[config.mk]
export PLATFORM = sky130hd
export DESIGN_NAME = optx_shaper
export DESIGN_NICKNAME = d
export VERILOG_FILES = /design/src/rtl/optx_pkg.sv /design/src/rtl/optx_carrier_gen.sv /design/src/rtl/optx_tx_path.sv /design/src/rtl/optx_rx_path.sv /design/src/rtl/optx_shaper.sv
export SDC_FILE = /design/constraint.sdc
export NUM_CORES = 1
export LEC_CHECK = 0
export ABC_CLOCK_PERIOD_IN_PS = 1500
export CORE_MARGIN = 1
export CORE_UTILIZATION = 35
export CTS_CLUSTER_DIAMETER = 150
export CTS_CLUSTER_SIZE = 28
export DETAILED_ROUTE_END_ITERATION = 10
export PLACE_DENSITY = 0.77
export SETUP_SLACK_MARGIN = 0.05
export SYNTH_ARGS = -nofsm -noshare
export SYNTH_HDL_FRONTEND = slang
export SYNTH_SLANG_ARGS = --single-unit
[constraint.sdc]
create_clock -name clk -period 1.5 [get_ports clk]
set_input_delay 0.225 -clock clk [delete_from_list [all_inputs] [get_ports clk]]
set_output_delay 0.225 -clock clk [all_outputs]
set_load 0.005 [all_outputs]
[src/rtl/optx_pkg.sv]
package optx_pkg;
   typedef enum logic [1:0] {
      SRC_UART    = 2'b00,
      SRC_GPO     = 2'b01,
      SRC_PULSE_A = 2'b10,
      SRC_PULSE_B = 2'b11
   } optx_src_e;
endpackage

[src/rtl/optx_carrier_gen.sv]
module optx_carrier_gen #(
   parameter int CNT_W     = 4,
   parameter int DUTY_W    = 2,
   parameter bit LOW_FIRST = 1'b1
) (
   input  logic              clk,
   input  logic              rst_n,
   input  logic              tick,
   input  logic [DUTY_W-1:0] duty_sel,
   output logic              carrier
);
   localparam int           PERIOD  = 2 ** CNT_W;
   localparam logic [CNT_W-1:0] CNT_MAX = CNT_W'(PERIOD - 1);

   initial begin
      if (CNT_W < 2) $error("CNT_W too small");
      if (CNT_W - 1 < (2 ** DUTY_W) - 1) $error("DUTY_W too wide for CNT_W");
   end

   logic [CNT_W-1:0]  cnt;
   logic [DUTY_W-1:0] duty_q;
   logic [CNT_W:0]    low_len;
   logic              wrap;

   assign wrap = tick && (cnt == CNT_MAX);

   always_ff @(posedge clk) begin
      if (!rst_n) begin
         cnt    <= '0;
         duty_q <= '0;
      end else if (tick) begin
         if (wrap) begin
            cnt    <= '0;
            duty_q <= duty_sel;
         end else begin
            cnt <= cnt + 1'b1;
         end
      end
   end

   always_comb begin
      low_len = (CNT_W+1)'(1) << (CNT_W - 1 - int'(duty_q));
   end

   generate
      if (LOW_FIRST) begin : g_low_first
         assign carrier = ({1'b0, cnt} < low_len) ? 1'b0 : 1'b1;
      end else begin : g_low_last
         assign carrier = ({1'b0, cnt} >= ((CNT_W+1)'(PERIOD) - low_len)) ? 1'b0 : 1'b1;
      end
   endgenerate


   cnt_hold_chk: assert property (@(posedge clk) disable iff (!rst_n)
      !tick |=> $stable(cnt));


   duty_hold_chk: assert property (@(posedge clk) disable iff (!rst_n)
      !wrap |=> $stable(duty_q));
endmodule

[src/rtl/optx_tx_path.sv]
module optx_tx_path
   import optx_pkg::*;
(
   input  logic       clk,
   input  logic       rst_n,
   input  logic       carrier,
   input  logic       uart_txd,
   input  logic       tx_inv,
   input  logic       mod_en,
   input  logic [1:0] pin_sel,
   input  logic       gpo_bit,
   input  logic       pulse_a,
   input  logic       pulse_b,
   output logic       pin
);
   logic data_pol;
   logic shaped;
   logic pin_d;

   assign data_pol = uart_txd ^ tx_inv;
   assign shaped   = mod_en ? (data_pol | carrier) : data_pol;

   always_comb begin
      unique case (optx_src_e'(pin_sel))
         SRC_UART:    pin_d = shaped;
         SRC_GPO:     pin_d = gpo_bit;
         SRC_PULSE_A: pin_d = pulse_a;
         SRC_PULSE_B: pin_d = pulse_b;
         default:     pin_d = shaped;
      endcase
   end

   always_ff @(posedge clk) begin
      if (!rst_n) pin <= 1'b1;
      else        pin <= pin_d;
   end


   mark_high_chk: assert property (@(posedge clk) disable iff (!rst_n)
      (pin_sel == 2'b00 && (uart_txd ^ tx_inv)) |=> pin);


   plain_path_chk: assert property (@(posedge clk) disable iff (!rst_n)
      (pin_sel == 2'b00 && !mod_en) |=> (pin == $past(uart_txd ^ tx_inv)));


   sel_gpo_chk: assert property (@(posedge clk) disable iff (!rst_n)
      (pin_sel == 2'b01) |=> (pin == $past(gpo_bit)));
endmodule

[src/rtl/optx_rx_path.sv]
module optx_rx_path (
   input  logic clk,
   input  logic rst_n,
   input  logic rx_comp,
   input  logic rx_inv,
   input  logic rx_gpio_mode,
   output logic uart_rxd,
   output logic gpio_rx
);
   always_ff @(posedge clk) begin
      if (!rst_n) begin
         uart_rxd <= 1'b1;
         gpio_rx  <= 1'b0;
      end else if (rx_gpio_mode) begin
         uart_rxd <= 1'b1;
         gpio_rx  <= rx_comp;
      end else begin
         uart_rxd <= rx_comp ^ rx_inv;
         gpio_rx  <= 1'b0;
      end
   end


   rx_gpio_chk: assert property (@(posedge clk) disable iff (!rst_n)
      rx_gpio_mode |=> (uart_rxd && gpio_rx == $past(rx_comp)));


   rx_uart_chk: assert property (@(posedge clk) disable iff (!rst_n)
      !rx_gpio_mode |=> (!gpio_rx && uart_rxd == $past(rx_comp ^ rx_inv)));
endmodule

[src/rtl/optx_shaper.sv]
module optx_shaper #(
   parameter int CNT_W     = 4,
   parameter bit LOW_FIRST = 1'b1
) (
   input  logic       clk,
   input  logic       rst_n,
   input  logic       carrier_tick,
   input  logic [1:0] duty_sel,
   input  logic       tx_inv,
   input  logic       mod_en,
   input  logic [1:0] pin_sel,
   input  logic       uart_txd,
   input  logic       gpo_bit,
   input  logic       pulse_a,
   input  logic       pulse_b,
   input  logic       rx_comp,
   input  logic       rx_inv,
   input  logic       rx_gpio_mode,
   output logic       opt_pin,
   output logic       uart_rxd,
   output logic       gpio_rx
);
   localparam int DUTY_W = 2;

   logic carrier;

   optx_carrier_gen #(
      .CNT_W    (CNT_W),
      .DUTY_W   (DUTY_W),
      .LOW_FIRST(LOW_FIRST)
   ) u_carrier (
      .clk     (clk),
      .rst_n   (rst_n),
      .tick    (carrier_tick),
      .duty_sel(duty_sel),
      .carrier (carrier)
   );

   optx_tx_path u_tx (
      .clk     (clk),
      .rst_n   (rst_n),
      .carrier (carrier),
      .uart_txd(uart_txd),
      .tx_inv  (tx_inv),
      .mod_en  (mod_en),
      .pin_sel (pin_sel),
      .gpo_bit (gpo_bit),
      .pulse_a (pulse_a),
      .pulse_b (pulse_b),
      .pin     (opt_pin)
   );

   optx_rx_path u_rx (
      .clk         (clk),
      .rst_n       (rst_n),
      .rx_comp     (rx_comp),
      .rx_inv      (rx_inv),
      .rx_gpio_mode(rx_gpio_mode),
      .uart_rxd    (uart_rxd),
      .gpio_rx     (gpio_rx)
   );


   reset_out_chk: assert property (@(posedge clk)
      !rst_n |=> (opt_pin && uart_rxd && !gpio_rx));
endmodule

==> summary.md <==
| Metric | Value |
|---|---|
| Status | `complete, no violations` |
| Pins Over Slew Limit | `0` |
| Synth cell types | `21` |
| Peak supply drop | `0.000477 V` |
| GR Overflow Total | `0` |
| Clock Latency Late Sink | `0.26 ns` |
| Dpl cells | `81` |
| Place WS | `-0.176 ns` |
| Final worst-path cycle share | `93.9%` |
| Critical path, cell by cell | `or2_4 -> ha_4 -> a21oi_2 -> nand3_1 -> a311o_1` |
| H-tree lvl count | `1` |
| Most common cell in the synthesized netlist | `dfxtp_1` |
| Setup WS post-layout | `0.0914 ns` |
| Netlist Area Pre-Place | `460 µm²` |
| Root Driver | `clkbuf_4` |
| Sink Count | `9` |
| CP max-delay cell | `dfxtp_2` |
| GP Congestion | `0.702` |
| Max incr delay on CP | `0.33 ns` |
| Clock Skew | `0.00278 ns` |
| Largest net degree at the start of global routing | `9` |
| Initial antenna violation count | `0` |
| Clock tree buffer depth | `2` |
| Max_slew headroom | `82.4%` |
| Post-CTS Hold Buffers | `0` |
| First-pass GRT wire length | `1.70 mm` |
| DR DRC count | `0` |
| Design Area, Final | `724 µm²` |
| Post-Route Utilization | `61.9%` |
| Syn_nets | `68` |
| Starting DRC count in detailed routing | `4` |
| Worst slew pin tran | `0.264 ns` |
| Startpoint type of the worst setup path | `flip-flop` |
| Clk pwr share | `35.8%` |
| Tmin final | `1.41 ns` |
| Max Cap Viol | `0` |
| Synth area leader | `dfxtp_1` |
| Register area share after synthesis | `39.1%` |
| Crit path kind | `flip-flop to flip-flop` |
| CP max FO | `4` |
| Power Density | `744 nW/µm²` |
| RSZ-0062 raised after global routing | `yes` |
| Die outline height | `38.3 µm` |
| CTS buffer count | `3` |
| Post-synth top flop | `dfxtp_1` |
| Port Buffers | `18` |
| Synth top cells by count | `dfxtp_1 (9), nor2_1 (6), ha_1 (4)` |
| Yosys reg bits | `9` |
| Placed Instance Area | `684 µm²` |
| Post-synthesis async set-or-reset flop share | `0%` |
| Total wire length | `1.15 mm` |
| Sw frac | `23.4%` |
| Die Wd | `38.3 µm` |
| CTS tree | `yes` |
| Kind of cell adding the most delay to the critical path | `compound AO/OA/AOI/OAI gates` |
| # rows | `12` |
| Worst EP arrival | `1.56 ns` |
| Post-DRT Antenna Nets | `0` |
| Gr usage total | `18.3%` |
| Antenna Cells | `0` |
| Area contributors post-synth | `dfxtp_1 (39%), ha_1 (11%), mux2i_1 (6.5%)` |
| Initial core utilization | `39.3%` |
| Final #Nets | `93` |
| Gate Count Post-Synth | `48` |
| DRT Pass-1 Iters | `2` |
| EDFF count, synth | `0` |
| Num ports | `19` |
| Max Clk Rate | `0.710 GHz` |
| Core footprint | `1170 µm²` |
| Syn_area_per_cell | `9.59 µm²` |
| P_leak | `0.298 nW` |
| Worst path required time | `1.65 ns` |
| Hold violation count in the final report | `0` |
| # setup viols final | `0` |
| Vias | `434` |
| Avg Vias per Cell | `5.05` |
| Sequential Power Share | `47.3%` |
| Area Overhead vs Synth | `57.3%` |
| Fraction of layout cells with a size suffix above 1 | `16.7%` |
| Detailed Place HPWL | `842 µm` |
| DIE AREA | `1460 µm²` |
| Setup crit end kind | `flip-flop` |
| Comb pwr share | `16.9%` |
| Critical path buffer and inverter count | `0` |
| Net Sw Power | `0.126 mW` |
| Internal Power | `0.413 mW` |
| Hold Path Class | `flip-flop to flip-flop` |
| Worst-path clk slew | `0.06 ns` |
| Warnings from Yosys | `0` |
| Non-filler instance count after layout | `86` |
| Register-to-register setup slack | `0.09 ns` |
| WL per Instance | `13.3 µm` |
| Synth top area share | `39.1%` |
| Vias in the first global route | `389` |
==> registers in the layout (all words and copies together) (netlist names) <==
register          cells
u_carrier.duty_q      2
u_rx.uart_rxd         1
u_tx.pin              1
u_rx.gpio_rx          1
u_carrier.cnt         4
==> kinds of logic (layout without fill, tap and decap cells) <==
family | after synthesis | after routing | synth area share [%]
xor gates and xnor gates | 3 | 3 | 5.71
AOI/OAI and AO/OA | 6 | 6 | 9.24
adders and majority gates | 4 | 4 | 10.9
and+or+nand+nor | 20 | 20 | 22.0
DFF | 9 | 9 | 39.1
muxes | 4 | 4 | 11.4
buffers and inverters | 2 | 26 | 1.63
==> through the flow <==
stage          total power [mW]  hold slack [ns]  TNS (ns)
3_5_place_dp              0.350            0.540    -0.176
4_1_cts                   0.545            0.515         0
2_1_floorplan             0.289            0.329         0
5_1_grt                   0.572            0.541         0
3_3_place_gp              0.345            0.528    -0.121
6_report                  0.539            0.522         0
==> repair_timing <==
action / 4_1_cts / 5_1_grt
gates resized for setup: 2 / 1
setup buffers: 1 / 0
setup endpoints to repair: 1 / 1
pin swaps: 1 / 1
==> cell usage in the layout (no fill, tap or decap), drive strengths merged, types with 2 or more instances in the layout <==
master / netlist / routed
clkdlybuf4s50: 0 / 18
dfxtp: 9 / 9
nor2: 6 / 6
ha: 4 / 4
clkbuf: 1 / 4
nand2b: 3 / 3
mux2i: 3 / 3
xor2: 3 / 3
nand3: 3 / 3
buf: 0 / 3
a21oi: 3 / 3
nand2: 2 / 2
==> worst min-delay path, stage by stage (launching register included) <==
cell     delay [ns]
dfxtp_2        0.35
mux2i_1        0.07
nor2_1         0.07
==> cell type report <==
class | count | area (µm²)
fillers | 101 | 447
multi-input cells | 37 | 292
repair buffers | 21 | 203
flip-flops and latches | 9 | 183
clock buffers | 4 | 26.3
well taps | 14 | 17.5
inverters | 1 | 3.75
==> metal layers <==
metal	global-route usage (%)	up-vias	routed length [µm]
li1	-	223	-
met1	17.6	200	454
met2	36.4	11	643
met3	6.98	0	50
met4	2.68	0	0
met5	0	-	0
==> power groups by stage <==
stage | Clock [mW] | Combinational [mW] | Sequential [mW]
after global routing | 0.217 | 0.0988 | 0.256
after floorplan | 0 | 0.0289 | 0.260
after global placement | 0 | 0.0851 | 0.260
after CTS | 0.199 | 0.0912 | 0.255
after detailed placement | 0 | 0.0896 | 0.260
final | 0.193 | 0.0911 | 0.255
==> path summary, 6_finish.rpt <==
path,start,to,cells after the start
max,u_carrier.duty_q[1],u_tx.pin,5
min,u_carrier.duty_q[1],u_carrier.duty_q[1],2
max reg2reg,u_carrier.duty_q[1],u_tx.pin,5
min reg2reg,u_carrier.duty_q[1],u_carrier.duty_q[1],2
No activity file was read; power rests on OpenSTA's default activity.
